===== src/rtl/jsel_pkg.sv =====
package jsel_pkg;

   localparam int IR_W = 4;

   typedef enum logic [3:0] {
      ST_TLR    = 4'h0,
      ST_RTI    = 4'h1,
      ST_SELDR  = 4'h2,
      ST_CAPDR  = 4'h3,
      ST_SHDR   = 4'h4,
      ST_EX1DR  = 4'h5,
      ST_PADR   = 4'h6,
      ST_EX2DR  = 4'h7,
      ST_UPDR   = 4'h8,
      ST_SELIR  = 4'h9,
      ST_CAPIR  = 4'hA,
      ST_SHIR   = 4'hB,
      ST_EX1IR  = 4'hC,
      ST_PAIR   = 4'hD,
      ST_EX2IR  = 4'hE,
      ST_UPIR   = 4'hF
   } jsel_st_e;

   localparam logic [IR_W-1:0] OP_EXTEST  = 4'b0000;
   localparam logic [IR_W-1:0] OP_SSEL    = 4'b0010;
   localparam logic [IR_W-1:0] OP_SAMPLE  = 4'b0011;
   localparam logic [IR_W-1:0] OP_RESTART = 4'b0100;
   localparam logic [IR_W-1:0] OP_BYPASS  = 4'b1111;
   localparam logic [IR_W-1:0] IR_CAPTURE = 4'b0001;

   typedef struct packed {
      logic extest;
      logic sample;
      logic ssel;
      logic restart;
   } jsel_dec_t;

endpackage


===== src/rtl/jsel_tap.sv =====
module jsel_tap
   import jsel_pkg::*;
(
   input  logic     tck,
   input  logic     trst_n,
   input  logic     tms,
   output jsel_st_e st,
   output jsel_st_e st_nxt
);

   always_comb begin
      unique case (st)
         ST_TLR:   st_nxt = tms ? ST_TLR   : ST_RTI;
         ST_RTI:   st_nxt = tms ? ST_SELDR : ST_RTI;
         ST_SELDR: st_nxt = tms ? ST_SELIR : ST_CAPDR;
         ST_CAPDR: st_nxt = tms ? ST_EX1DR : ST_SHDR;
         ST_SHDR:  st_nxt = tms ? ST_EX1DR : ST_SHDR;
         ST_EX1DR: st_nxt = tms ? ST_UPDR  : ST_PADR;
         ST_PADR:  st_nxt = tms ? ST_EX2DR : ST_PADR;
         ST_EX2DR: st_nxt = tms ? ST_UPDR  : ST_SHDR;
         ST_UPDR:  st_nxt = tms ? ST_SELDR : ST_RTI;
         ST_SELIR: st_nxt = tms ? ST_TLR   : ST_CAPIR;
         ST_CAPIR: st_nxt = tms ? ST_EX1IR : ST_SHIR;
         ST_SHIR:  st_nxt = tms ? ST_EX1IR : ST_SHIR;
         ST_EX1IR: st_nxt = tms ? ST_UPIR  : ST_PAIR;
         ST_PAIR:  st_nxt = tms ? ST_EX2IR : ST_PAIR;
         ST_EX2IR: st_nxt = tms ? ST_UPIR  : ST_SHIR;
         ST_UPIR:  st_nxt = tms ? ST_SELDR : ST_RTI;
         default:  st_nxt = ST_TLR;
      endcase
   end

   always_ff @(posedge tck or negedge trst_n) begin
      if (!trst_n) st <= ST_TLR;
      else         st <= st_nxt;
   end


   tlr_hold_chk: assert property (@(posedge tck) disable iff (!trst_n)
      (st == ST_TLR && tms) |=> (st == ST_TLR));


   rti_hold_chk: assert property (@(posedge tck) disable iff (!trst_n)
      (st == ST_RTI && !tms) |=> (st == ST_RTI));

endmodule


===== src/rtl/jsel_ireg.sv =====
module jsel_ireg
   import jsel_pkg::*;
(
   input  logic      tck,
   input  logic      trst_n,
   input  logic      tdi,
   input  jsel_st_e  st,
   output logic      ir_bit,
   output jsel_dec_t dec,
   output logic      restart_eff
);

   logic [IR_W-1:0] ir_sh;
   logic [IR_W-1:0] ir_q;

   always_ff @(posedge tck or negedge trst_n) begin
      if (!trst_n) begin
         ir_sh <= '0;
         ir_q  <= OP_BYPASS;
      end else begin
         unique case (st)
            ST_TLR:   ir_q  <= OP_BYPASS;
            ST_CAPIR: ir_sh <= IR_CAPTURE;
            ST_SHIR:  ir_sh <= {tdi, ir_sh[IR_W-1:1]};
            ST_UPIR:  ir_q  <= ir_sh;
            default:  ;
         endcase
      end
   end

   always_comb begin
      dec         = '0;
      dec.extest  = (ir_q == OP_EXTEST);
      dec.sample  = (ir_q == OP_SAMPLE);
      dec.ssel    = (ir_q == OP_SSEL);
      dec.restart = (ir_q == OP_RESTART);
   end

   assign ir_bit      = ir_sh[0];
   assign restart_eff = (st == ST_UPIR) ? (ir_sh == OP_RESTART) : dec.restart;


   ir_cap_chk: assert property (@(posedge tck) disable iff (!trst_n)
      (st == ST_CAPIR) |=> (ir_sh == IR_CAPTURE));


   ir_tlr_chk: assert property (@(posedge tck) disable iff (!trst_n)
      (st == ST_TLR) |=> (ir_q == OP_BYPASS));

endmodule


===== src/rtl/jsel_dreg.sv =====
module jsel_dreg
   import jsel_pkg::*;
#(
   parameter int SEL_W       = 4,
   parameter int RESET_CHAIN = 3
) (
   input  logic             tck,
   input  logic             trst_n,
   input  logic             tdi,
   input  jsel_st_e         st,
   input  logic             ssel,
   output logic             byp_bit,
   output logic             ssr_bit,
   output logic [SEL_W-1:0] sel
);

   localparam logic [SEL_W-1:0] SSR_CAP = SEL_W'(1) << (SEL_W - 1);
   localparam logic [SEL_W-1:0] SEL_RST = SEL_W'(RESET_CHAIN);

   logic             byp_q;
   logic [SEL_W-1:0] ssr_q;

   always_ff @(posedge tck or negedge trst_n) begin
      if (!trst_n) begin
         byp_q <= 1'b0;
      end else if (st == ST_CAPDR) begin
         byp_q <= 1'b0;
      end else if (st == ST_SHDR) begin
         byp_q <= tdi;
      end
   end

   always_ff @(posedge tck or negedge trst_n) begin
      if (!trst_n) begin
         ssr_q <= '0;
         sel   <= SEL_RST;
      end else if (st == ST_TLR) begin
         sel   <= SEL_RST;
      end else if (ssel) begin
         unique case (st)
            ST_CAPDR: ssr_q <= SSR_CAP;
            ST_SHDR:  ssr_q <= {tdi, ssr_q[SEL_W-1:1]};
            ST_UPDR:  sel   <= ssr_q;
            default:  ;
         endcase
      end
   end

   assign byp_bit = byp_q;
   assign ssr_bit = ssr_q[0];


   byp_cap_chk: assert property (@(posedge tck) disable iff (!trst_n)
      (st == ST_CAPDR) |=> !byp_q);


   ssr_cap_chk: assert property (@(posedge tck) disable iff (!trst_n)
      (st == ST_CAPDR && ssel) |=> (ssr_q == SSR_CAP));


   sel_hold_chk: assert property (@(posedge tck) disable iff (!trst_n)
      (st != ST_TLR && !(st == ST_UPDR && ssel)) |=> $stable(sel));

endmodule


===== src/rtl/jsel_top.sv =====
module jsel_top
   import jsel_pkg::*;
#(
   parameter int NCH         = 16,
   parameter int SEL_W       = 4,
   parameter int RESET_CHAIN = 3
) (
   input  logic           tck,
   input  logic           tms,
   input  logic           tdi,
   input  logic           trst_n,
   input  logic [NCH-1:0] chain_so,
   output logic           tdo,
   output logic           tdo_oe,
   output logic [NCH-1:0] chain_sel,
   output logic [NCH-1:0] chain_capture,
   output logic [NCH-1:0] chain_shift,
   output logic [NCH-1:0] chain_update,
   output logic           chain_test,
   output logic           dbg_exit
);

   if (SEL_W < 2 || SEL_W > 8) begin : g_bad_selw
      $error("jsel_top: SEL_W out of range");
   end
   if (NCH < 1 || NCH > (1 << SEL_W)) begin : g_bad_nch
      $error("jsel_top: NCH exceeds chain number space");
   end
   if (RESET_CHAIN < 0 || RESET_CHAIN >= (1 << SEL_W)) begin : g_bad_rst
      $error("jsel_top: RESET_CHAIN not encodable");
   end

   jsel_st_e         st;
   jsel_st_e         st_nxt;
   jsel_dec_t        dec;
   logic             ir_bit;
   logic             restart_eff;
   logic             byp_bit;
   logic             ssr_bit;
   logic [SEL_W-1:0] sel;
   logic             chain_path;
   logic             chain_bit;
   logic             dr_bit;
   logic             tdo_d;
   logic             dbg_q;

   jsel_tap u_tap (
      .tck    (tck),
      .trst_n (trst_n),
      .tms    (tms),
      .st     (st),
      .st_nxt (st_nxt)
   );

   jsel_ireg u_ireg (
      .tck         (tck),
      .trst_n      (trst_n),
      .tdi         (tdi),
      .st          (st),
      .ir_bit      (ir_bit),
      .dec         (dec),
      .restart_eff (restart_eff)
   );

   jsel_dreg #(
      .SEL_W       (SEL_W),
      .RESET_CHAIN (RESET_CHAIN)
   ) u_dreg (
      .tck     (tck),
      .trst_n  (trst_n),
      .tdi     (tdi),
      .st      (st),
      .ssel    (dec.ssel),
      .byp_bit (byp_bit),
      .ssr_bit (ssr_bit),
      .sel     (sel)
   );

   assign chain_path = dec.extest | dec.sample;
   assign chain_test = dec.extest;

   logic [NCH-1:0] so_hit;

   for (genvar k = 0; k < NCH; k++) begin : g_chain
      assign chain_sel[k]     = (sel == SEL_W'(k));
      assign chain_capture[k] = chain_path & chain_sel[k] & (st == ST_CAPDR);
      assign chain_shift[k]   = chain_path & chain_sel[k] & (st == ST_SHDR);
      assign chain_update[k]  = chain_path & chain_sel[k] & (st == ST_UPDR);
      assign so_hit[k]        = chain_sel[k] & chain_so[k];
   end

   assign chain_bit = |so_hit;

   always_comb begin
      if (dec.ssel)       dr_bit = ssr_bit;
      else if (chain_path) dr_bit = chain_bit;
      else                dr_bit = byp_bit;
   end

   always_comb begin
      unique case (st)
         ST_SHIR: tdo_d = ir_bit;
         ST_SHDR: tdo_d = dr_bit;
         default: tdo_d = 1'b0;
      endcase
   end

   always_ff @(negedge tck or negedge trst_n) begin
      if (!trst_n) begin
         tdo    <= 1'b0;
         tdo_oe <= 1'b0;
      end else begin
         tdo    <= tdo_d;
         tdo_oe <= (st == ST_SHIR) || (st == ST_SHDR);
      end
   end

   always_ff @(posedge tck or negedge trst_n) begin
      if (!trst_n) dbg_q <= 1'b0;
      else         dbg_q <= restart_eff && (st_nxt == ST_RTI) && (st != ST_RTI);
   end

   assign dbg_exit = dbg_q;


   dbg_pulse_chk: assert property (@(posedge tck) disable iff (!trst_n)
      dbg_exit |=> !dbg_exit);


   dbg_state_chk: assert property (@(posedge tck) disable iff (!trst_n)
      dbg_exit |-> (st == ST_RTI));


   tdo_quiet_chk: assert property (@(posedge tck) disable iff (!trst_n)
      !tdo_oe |-> !tdo);


   cap_then_shift_chk: assert property (@(posedge tck) disable iff (!trst_n)
      (|chain_capture) |=> (st == ST_SHDR || st == ST_EX1DR));


   empty_sel_chk: assert property (@(posedge tck) disable iff (!trst_n)
      (chain_sel == '0) |-> (chain_shift == '0 && chain_capture == '0));

endmodule


===== config.mk =====
export PLATFORM = sky130hd
export DESIGN_NAME = jsel_top
export DESIGN_NICKNAME = d
export VERILOG_FILES = /design/src/rtl/jsel_pkg.sv /design/src/rtl/jsel_tap.sv /design/src/rtl/jsel_ireg.sv /design/src/rtl/jsel_dreg.sv /design/src/rtl/jsel_top.sv
export SDC_FILE = /design/constraint.sdc
export NUM_CORES = 1
export LEC_CHECK = 0
export BUFFER_PORTS_ARGS = -buffer_cell sky130_fd_sc_hd__buf_2
export CAP_MARGIN = 20
export CORE_AREA = 2 2 70 72
export DETAILED_ROUTE_END_ITERATION = 8
export DIE_AREA = 0 0 72 74
export PLACE_DENSITY = 0.79
export SLEW_MARGIN = 15
export SYNTH_ARGS = -nofsm -noshare
export SYNTH_HDL_FRONTEND = slang
export SYNTH_SLANG_ARGS = --single-unit

===== constraint.sdc =====
create_clock -name tck -period 2.1 [get_ports tck]
set_clock_uncertainty 0.2 [all_clocks]
set_input_delay 0.105 -clock tck [delete_from_list [all_inputs] [get_ports tck]]
set_output_delay 0.105 -clock tck [all_outputs]
set_load 0.02 [all_outputs]

==> flow_metrics.py, run 1 <==
metrics = {
    "detailed_routing": {
        "dr.pass1.iters": 5,
        "post_drt_wl_per_cell_um": 24.6,
        "drt_iter0_drc": 468,
        "drt-total-wl_um": 10600,
        "vias": 2848,
        "ant_nets": 0,
        "vias_per_cell": 6.59,
        "drc": 0,
    },
    "timing": {
        "holdWs_ns": 0.0280,
        "worst_slew_pin_slew_ns": 0.821,
        "fin_ws_ns": -1.04,
        "relSlewSlack_pct": 44.9,
        "setup_viol": 57,
        "slew_viol_final": 0,
        "rsz0062_at_grt": "yes",
        "hold_violations": 0,
    },
    "global_routing": {
        "grt_use_total_pct": 35.4,
        "grt_pass1_wl_um": 14400,
        "grt_max_degree": 20,
        "first_global_vias": 2641,
        "antenna_found_initial": 0,
        "overflow": 0,
    },
    "final_layout": {
        "nFillCells": 190,
        "final_common_cell": "buf_4",
        "seqCellArea_um2": 608,
        "mostFrequentLayoutCells": "buf_4, buf_6, buf_2",
        "diodes": 0,
        "fin_nets": 399,
        "multi_input_area_um2": 1750,
        "area_delta_synth_final_pct": 113,
        "drive_gt1_share_pct": 58.5,
    },
    "synth": {
        "synth_nets": 275,
        "synthMuxAreaShare_pct": 3.82,
        "avgSynthCellArea_um2": 7.19,
        "yosysWarnings": 0,
        "seq_area_frac_synth_pct": 33.2,
        "synth-async-reset-ratio_pct": 100,
        "synth_simple_gate_area_share_pct": 40.6,
        "synth.distinct_cells": 41,
        "synth_edf_count": 0,
        "synth_xor_area_share_pct": 0.956,
        "synth_top_family_by_area": "simple AND/OR/NAND/NOR gates",
        "synth_compound_area_share_pct": 13.9,
        "synthesis.area_um2": 1830,
        "synth_cells": 255,
        "synth_adder_area_share_pct": 0,
        "ys_ff_latch": 24,
        "synthFlopType": "dfrtp_1",
    },
    "setup_path": {
        "path_class": "reg -> reg",
        "startpoint_type": "flip-flop",
        "critPathRequiredTime_ns": 0.96,
        "path_max_fanout": 5,
        "endpoint_kind": "flip-flop",
        "worstPathArrival_ns": 2.00,
    },
    "cts": {
        "cts_made_buffers": 3,
        "htreeDepth": 1,
        "cts_buffer_depth": 2,
        "root_buffer": "clkbuf_8",
        "clkTransAtPathRegs_ns": 0.09,
        "cts_tree": "yes",
        "clk_latency_ns": 0.27,
        "clock-sinks": 24,
    },
    "placed_design": {
        "io_buffers": 87,
        "dp_hpwl_um": 4680,
        "dpl_worst_slack_ns": -0.930,
        "place.gp.congestion": 0.879,
    },
    "power_and_ir_drop": {
        "ir_drop_v": 0.000673,
        "p_per_area_nw_per_um2": 637,
        "power.leakage_uw": 0.00204,
    },
    "die": {
        "std_cell_rows": 25,
        "die_y_um": 74,
        "core_um2": 4600,
        "dieArea_um2": 5330,
        "start_util_pct": 39.9,
        "ios": 88,
        "fp.dieW_um": 72,
    },
    "hold_path": {
        "hold_path_class": "in -> async",
    },
    "flow_run": {
        "drv_cap": 0,
    },
    "run_status": {
        "violations": "setup timing",
        "status": "finished with violations",
    },
}
## through the flow
| step | utilization, % | cell area [µm²] | total power (µW) | cells | TNS, ns |
|---|---|---|---|---|---|
| floorplan | - | 2130 | 1410 | 255 | -4.60 |
| global placement | 62.2 | 2860 | 1760 | 412 | -3.31 |
| detailed placement | 62.2 | 2860 | 1810 | 412 | -4.26 |
| CTS | 77.7 | 3570 | 2330 | 431 | -22.71 |
| global route | 84.8 | 3900 | 2610 | 432 | -31.15 |
| finish | 84.8 | 3900 | 2480 | 432 | -28.08 |
## layout make-up
| cell class | instances | share of cell area [%] |
|---|---|---|
| Inverter | 4 | 0.449 |
| Clock buffer | 3 | 1.06 |
| Multi-Input combinational cell | 196 | 44.9 |
| Clock inverter | 1 | 0.770 |
| Tap cell | 54 | 1.73 |
| Timing Repair Buffer | 150 | 35.4 |
| Sequential cell | 24 | 15.6 |
## critical path, stage by stage (launching register included)
cell and delay [ns]:
dfstp_2 0.60, mux2i_1 0.24, nor4b_1 0.09, or4_4 0.54
nor4_4 0.15, o31ai_1 0.11
## kinds of logic after synthesis
kind of cell	after synthesis
buf+inv	35
xor+xnor	2
simple gates	147
compound gates	40
mux	7
flops	24
## power breakdown
| part | internal (µW) | switching, µW | leakage (µW) | total (µW) |
|---|---|---|---|---|
| logic | 524 | 822 | 0.00171 | 1350 |
| clock network | 255 | 151 | 0.0000357 | 406 |
| registers | 616 | 116 | 0.000300 | 732 |
## Yosys cell counts (all sizes together), types with 6 or more instances
library cell | n | area share [%]
a21oi | 8 | 2.2
mux2i | 7 | 3.8
nor3 | 44 | 12
nor4 | 16 | 5.8
o21ai | 12 | 3.3
nand2b | 8 | 2.7
clkbuf | 26 | 5.3
nand2 | 30 | 6.1
dfstp | 6 | 8.6
nor2 | 25 | 5.1
dfrtp | 16 | 22
## worst paths after layout
path | start | to | slack, ns | cells past startpoint
max | u_dreg.sel[1] | tdo | -1.04 | 5
min | trst_n | u_ireg.ir_sh[0] | 0.03 | 2
max reg2reg | u_dreg.sel[1] | tdo | -1.04 | 5
min reg2reg | u_dreg.ssr_q[3] | u_dreg.ssr_q[3] | 0.37 | 2
max in group asynchronous | trst_n | tdo_oe | 0.50 | 2
min in group tck | u_dreg.ssr_q[3] | u_dreg.ssr_q[3] | 0.37 | 2
## flip-flops by register name (all words and copies together), names as in the netlist
signal,count
u_ireg.ir_sh,4
u_dreg.sel,4
tdo_oe,1
u_dreg.byp_bit,1
dbg_exit,1
tdo,1
u_tap.st,4
u_dreg.ssr_q,4
u_ireg.ir_q,4
## what timing repair did
action / 4_1_cts / 5_1_grt
gates resized for setup: 117 / 65
pin swaps: 20 / 6
hold buffers: 3 / 0
buffers inserted: 8 / 3
endpoints found under the setup margin: 52 / 68
hold endpoints to repair: 26 / 0
gates cloned: 4 / 0
## routing by layer
| layer | share of wire [%] | GRT usage (%) | up-vias |
|---|---|---|---|
| met1 | 34 | 39.7 | 1314 |
| met5 | 0 | 0 | - |
| li1 | - | - | 1173 |
| met2 | 47 | 61.7 | 280 |
| met4 | 6.8 | 21.2 | 0 |
| met3 | 12 | 8.40 | 81 |
No activity file was read; power rests on OpenSTA's default activity.
==> inputs of run 2 (changes only) <==
--- a/config.mk
+++ b/config.mk
@@ -7,10 +7,10 @@
 export LEC_CHECK = 0
 export BUFFER_PORTS_ARGS = -buffer_cell sky130_fd_sc_hd__buf_2
 export CAP_MARGIN = 20
-export CORE_AREA = 2 2 70 72
+export CORE_AREA = 2 2 64 66
 export DETAILED_ROUTE_END_ITERATION = 8
-export DIE_AREA = 0 0 72 74
-export PLACE_DENSITY = 0.79
+export DIE_AREA = 0 0 66 68
+export PLACE_DENSITY = 0.88
 export SLEW_MARGIN = 15
 export SYNTH_ARGS = -nofsm -noshare
 export SYNTH_HDL_FRONTEND = slang
==> constraint.sdc (replaced) <==
create_clock -name tck -period 4 [get_ports tck]
set_clock_uncertainty 0.2 [all_clocks]
set_input_delay 0.2 -clock tck [delete_from_list [all_inputs] [get_ports tck]]
set_output_delay 0.2 -clock tck [all_outputs]
set_load 0.02 [all_outputs]
==> run 2 against run 1 <==
Net effect:
- the flow now finishes without violations
- register-to-register slack gained 1.1 ns
- highest routed layer unchanged
- first-iteration DRC count is 58% lower
- routed wire length fell by 48%
- sequential cell count unchanged
- total power down 58%
==> flow_metrics.py, run 2 (synthesis gave the netlist of run 1 again) <==
metrics = {
    "cts": {
        "clk_latency_ns": 0.27,
        "root_buffer": "clkbuf_8",
        "htreeDepth": 1,
        "cts_tree": "yes",
        "cts_made_buffers": 3,
        "clkTransAtPathRegs_ns": 0.09,
        "clock-sinks": 24,
        "cts_resized": 0,
        "cts_buffer_depth": 2,
    },
    "setup_path": {
        "endpoint_kind": "flip-flop",
        "worstPathArrival_ns": 1.87,
        "startpoint_type": "flip-flop",
        "path_max_fanout": 4,
        "critPathRequiredTime_ns": 1.92,
        "path_class": "reg -> reg",
    },
    "timing": {
        "tns_ns": 0,
        "worst_slew_pin_slew_ns": 0.691,
        "holdWs_ns": 0.00443,
        "relSlewSlack_pct": 53.8,
        "rsz0062_at_grt": "yes",
        "hold_violations": 0,
        "setup_viol": 0,
        "slew_viol_final": 0,
    },
    "power_and_ir_drop": {
        "p_per_area_nw_per_um2": 423,
        "ir_drop_v": 0.000397,
        "power.leakage_uw": 0.00117,
    },
    "final_layout": {
        "area_delta_synth_final_pct": 33.5,
        "final_common_cell": "buf_2",
        "mostFrequentLayoutCells": "buf_2, nor3_1, nand2_1",
        "drive_gt1_share_pct": 35.3,
        "fin_nets": 358,
        "nFillCells": 358,
        "diodes": 0,
        "utilization_pct": 63.5,
    },
    "placed_design": {
        "io_buffers": 87,
        "place.gp.congestion": 0.825,
        "dp_hpwl_um": 3960,
    },
    "flow_run": {
        "drv_cap": 0,
    },
    "die": {
        "die_y_um": 68,
        "dieArea_um2": 4490,
        "core_um2": 3860,
        "fp.dieW_um": 66,
        "std_cell_rows": 23,
        "start_util_pct": 47.5,
        "ios": 88,
    },
    "global_routing": {
        "grt_pass1_wl_um": 8290,
        "use_met1_pct": 33.9,
        "antenna_found_initial": 0,
        "overflow": 0,
        "grt_use_total_pct": 23.5,
        "first_global_vias": 1756,
        "gr-usage-met2_pct": 36.4,
        "grt_use_met3_pct": 4.11,
        "top_usage_layer": "met2",
        "grt_max_degree": 22,
    },
    "detailed_routing": {
        "ant_nets": 0,
        "vias_per_cell": 5.68,
        "post_drt_wl_per_cell_um": 14.4,
        "drt-total-wl_um": 5560,
        "drt_iter0_drc": 197,
        "drc": 0,
        "dr.pass1.iters": 5,
        "vias": 2197,
    },
    "hold_path": {
        "hold_path_class": "in -> reg",
    },
    "run_status": {
        "status": "complete, no violations",
    },
}
==> run 2: layer usage <==
| layer | vias to the layer above | routed length [µm] | share of wire, % |
|---|---|---|---|
| li1 | 1076 | - | - |
| met1 | 1031 | 2420 | 43 |
| met2 | 83 | 2660 | 48 |
| met3 | 7 | 436 | 7.8 |
| met4 | 0 | 53 | 0.95 |
| met5 | - | 0 | 0 |
==> run 2: power by group <==
part / switching, µW / internal [µW] / leakage [µW]
clock: 80.4 / 134 / 0.0000357
sequential: 61.5 / 323 / 0.000300
combinational: 272 / 165 / 0.000835
total: 413 / 622 / 0.00117
==> run 2: area by class of cell <==
class	count	area [µm²]	share of cell area [%]
Multi-Input combinational cell	196	1090	44.4
Clock inverter	1	30.0	1.23
Timing Repair Buffer	109	603	24.6
Tap cell	50	62.6	2.56
Clock buffer	3	41.3	1.69
Sequential cell	24	608	24.8
Inverter	4	15.0	0.613
==> run 2: path summary, 6_finish.rpt <==
| path | start | end | slack [ns] | cells past startpoint |
|---|---|---|---|---|
| max in group asynchronous | trst_n | tdo_oe | 1.41 | 2 |
| min | tdi | u_ireg.ir_sh[3] | 0.004 | 3 |
| max | u_dreg.sel[1] | tdo | 0.05 | 5 |
| min reg2reg | u_dreg.ssr_q[2] | u_dreg.sel[2] | 0.33 | 2 |
| max reg2reg | u_dreg.sel[1] | tdo | 0.05 | 5 |
| min in group asynchronous | trst_n | dbg_exit | 0.10 | 2 |
==> run 2: worst max-delay path: stages, from the launching register on <==
cell and delay [ns]:
dfstp_2 0.58, mux2i_1 0.20, nor4b_1 0.06, or4_1 0.53, nor4_2 0.14, o31ai_1 0.08
==> run 2: repair_timing <==
action                     in CTS  in global routing
hold endpoints to repair       18                  0
setup endpoints to repair       0                  1
buffers inserted                0                  3
hold buffers                    1                  0
==> run 2: metrics by stage <==
step                      area [µm²]  setup slack, ns  cells  total power, µW
after CTS                       2420           0.0399    384             1030
after detailed placement        2340           0.0501    379              813
final                           2450           0.0527    387             1040
after global routing            2450          -0.0149    387             1110
after global placement          2340           0.0813    379              797
after floorplan                 1850          -0.0260    255              683
==> inputs of run 3 (changes only) <==
--- a/config.mk
+++ b/config.mk
@@ -5,12 +5,13 @@
 export SDC_FILE = /design/constraint.sdc
 export NUM_CORES = 1
 export LEC_CHECK = 0
+export ABC_AREA = 1
 export BUFFER_PORTS_ARGS = -buffer_cell sky130_fd_sc_hd__buf_2
 export CAP_MARGIN = 20
-export CORE_AREA = 2 2 64 66
+export CORE_AREA = 2 2 63 65
 export DETAILED_ROUTE_END_ITERATION = 8
-export DIE_AREA = 0 0 66 68
-export PLACE_DENSITY = 0.88
+export DIE_AREA = 0 0 65 67
+export PLACE_DENSITY = 0.89
 export SLEW_MARGIN = 15
 export SYNTH_ARGS = -nofsm -noshare
 export SYNTH_HDL_FRONTEND = slang
==> run 3 against run 2 <==
Net effect:
- sequential cell count is the same
- global-route usage grew 2.3 points
- count of clock-buffer cells in the layout is the same
- total power shrank 15%
==> flow_metrics.py, run 3 <==
metrics = {
    "power_and_ir_drop": {
        "p_per_area_nw_per_um2": 375,
        "ir_drop_v": 0.000359,
        "p_int_uw": 526,
        "comb_power_share_pct": 37.5,
        "power_frac_seq_pct": 38.1,
        "power.leakage_uw": 0.00136,
        "p_sw_uw": 352,
        "p_clk_share_pct": 24.4,
        "p_sw_share_pct": 40.1,
    },
    "synth": {
        "synth_top_area_share_pct": 22.6,
        "avgSynthCellArea_um2": 5.93,
        "yosys-top-cells-count": "nor2_1, nand2_1, inv_1",
        "synth_edf_count": 0,
        "synthFlopType": "dfrtp_1",
        "synthesis.area_um2": 1770,
        "synth.distinct_cells": 25,
        "synth_nets": 318,
        "seq_area_frac_synth_pct": 34.4,
        "synth_cells": 298,
        "synth_largest_area_cell": "dfrtp_1",
        "synth_most_common_cell": "nor2_1",
        "synth_area_leaders": "dfrtp_1, nor2_1, nand2_1",
        "synth-async-reset-ratio_pct": 100,
        "yosysWarnings": 0,
        "ys_ff_latch": 24,
    },
    "cts": {
        "clkTransAtPathRegs_ns": 0.09,
        "cts_resized": 0,
        "clk_latency_ns": 0.28,
        "cts_tree": "yes",
        "clock-sinks": 24,
        "cts_buffer_depth": 2,
        "post_cts_buffers": 0,
        "root_buffer": "clkbuf_8",
        "cts_made_buffers": 3,
        "htreeDepth": 1,
    },
    "hold_path": {
        "hp-start": "tms",
        "hold_depth": 3,
        "min_to": "u_tap.st[0]",
        "hold_path_class": "in -> reg",
    },
    "run_status": {
        "status": "complete, no violations",
    },
    "die": {
        "std_cell_rows": 22,
        "dieArea_um2": 4360,
        "core_um2": 3610,
        "ios": 88,
        "die_y_um": 67,
        "fp.dieW_um": 65,
        "start_util_pct": 49.0,
    },
    "global_routing": {
        "grt_pass1_wl_um": 8780,
        "antenna_found_initial": 0,
        "grt_use_total_pct": 25.8,
        "grt_max_degree": 25,
        "overflow": 0,
        "first_global_vias": 2053,
    },
    "timing": {
        "setup_viol": 0,
        "worst_slew_pin_slew_ns": 0.504,
        "relSlewSlack_pct": 66.4,
        "slew_viol_final": 0,
        "tns_ns": 0,
        "hold_violations": 0,
        "rsz0062_at_grt": "no",
        "fin_ws_ns": 0.249,
        "holdWs_ns": 0.0585,
    },
    "detailed_routing": {
        "drc": 0,
        "drt-total-wl_um": 5380,
        "post_drt_wl_per_cell_um": 12.4,
        "drt_iter0_drc": 179,
        "ant_nets": 0,
        "dr.pass1.iters": 4,
        "vias_per_cell": 5.04,
        "vias": 2192,
    },
    "final_layout": {
        "nFillCells": 337,
        "utilization_pct": 64.9,
        "mostFrequentLayoutCells": "nor2_1, buf_2, nand2_1",
        "final_common_cell": "nor2_1",
        "area_delta_synth_final_pct": 32.4,
        "fin_nets": 408,
        "drive_gt1_share_pct": 27.9,
        "diodes": 0,
    },
    "setup_path": {
        "critPathRequiredTime_ns": 1.94,
        "slowest_stage": "dfstp_2",
        "cpPeakStageDelay_ns": 0.55,
        "worstPathArrival_ns": 1.69,
        "reg2reg_from": "u_ireg.ir_q[0]",
        "worst-path-buf-inv": 2,
        "path_class": "reg -> reg",
        "ff2ff_path_depth": 7,
        "path_max_fanout": 17,
        "critical-path-top-delay-family": "flip-flops",
        "regToRegSetupSlack_ns": 0.25,
        "endpoint_kind": "flip-flop",
        "path_cells": "inv_1 -> or2_2 -> nand3_1 -> inv_2 -> o21ai_1 -> o21bai_1 -> nand2_1",
        "r2r-end": "tdo",
        "startpoint_type": "flip-flop",
    },
    "placed_design": {
        "dpl_worst_slack_ns": 0.260,
        "io_buffers": 87,
        "dp_hpwl_um": 4350,
        "place.gp.congestion": 0.964,
    },
    "flow_run": {
        "drv_cap": 0,
    },
}
## run 3: changes by cell type after synthesis, sizes merged, moves of 8 or more
cell    delta
nor2      +76
nor3      -42
inv       +40
nand2     +37
clkbuf    -23
nand3     +19
nor4      -15
nand2b     -8
## run 3: layout make-up
class | count | area [µm²] | area share, %
sequential | 24 | 608 | 26.0
clock inverter | 1 | 30.0 | 1.28
tap | 48 | 60.1 | 2.57
inverter | 44 | 165 | 7.06
timing repair buffer | 90 | 463 | 19.8
clock buffer | 3 | 41.3 | 1.76
multi-input combinational | 225 | 973 | 41.6
## run 3: layer usage
layer  GRT usage, %  wire length (µm)  vias up
li1               -                 -     1098
met1           27.9              2080      975
met2           47.2              2700      100
met3           5.24               408       19
met4           13.6               189        0
met5              0                 0        -
## run 3: worst max-delay path by stage
stage / cells after the start / start / end / slack [ns]
5_1_grt: 7 / u_ireg.ir_q[0] / tdo / 0.15
3_5_place_dp: 7 / u_ireg.ir_q[0] / tdo / 0.26
2_1_floorplan: 7 / u_ireg.ir_q[0] / tdo / 0.40
4_1_cts: 7 / u_ireg.ir_q[0] / tdo / 0.25
3_3_place_gp: 7 / u_ireg.ir_q[0] / tdo / 0.30
6_report: 7 / u_ireg.ir_q[0] / tdo / 0.25
## run 3: worst register-to-register path, cell delays in order (launching register included)
cell and delay (ns):
dfstp_2 0.55, inv_1 0.05, or2_2 0.26, nand3_1 0.10, inv_2 0.13, o21ai_1 0.14
o21bai_1 0.12, nand2_1 0.06
## run 3: power groups by stage
| stage | sequential [µW] | clock (µW) | combinational, µW |
|---|---|---|---|
| floorplan | 337 | 0 | 239 |
| global placement | 335 | 0 | 318 |
| detailed placement | 339 | 0 | 324 |
| CTS | 334 | 218 | 328 |
| global route | 341 | 225 | 377 |
| finish | 335 | 215 | 329 |
## run 3: repair_timing
item,CTS,global route
hold buffers,2,0
hold endpoints to repair,17,0
setup endpoints to repair,0,0
## run 3: logic make-up after synthesis
family,after synthesis,synth area share (%)
buffers and inverters,49,10.5
DFF,24,34.4
AOI/OAI and AO/OA,28,9.20
and+or+nand+nor,197,45.9
## run 3: metrics by stage
step / area [µm²] / power [µW] / cells
floorplan: 1770 / 575 / 298
global placement: 2250 / 653 / 429
detailed placement: 2250 / 662 / 429
CTS: 2340 / 880 / 435
global route: 2340 / 943 / 435
finish: 2340 / 879 / 435
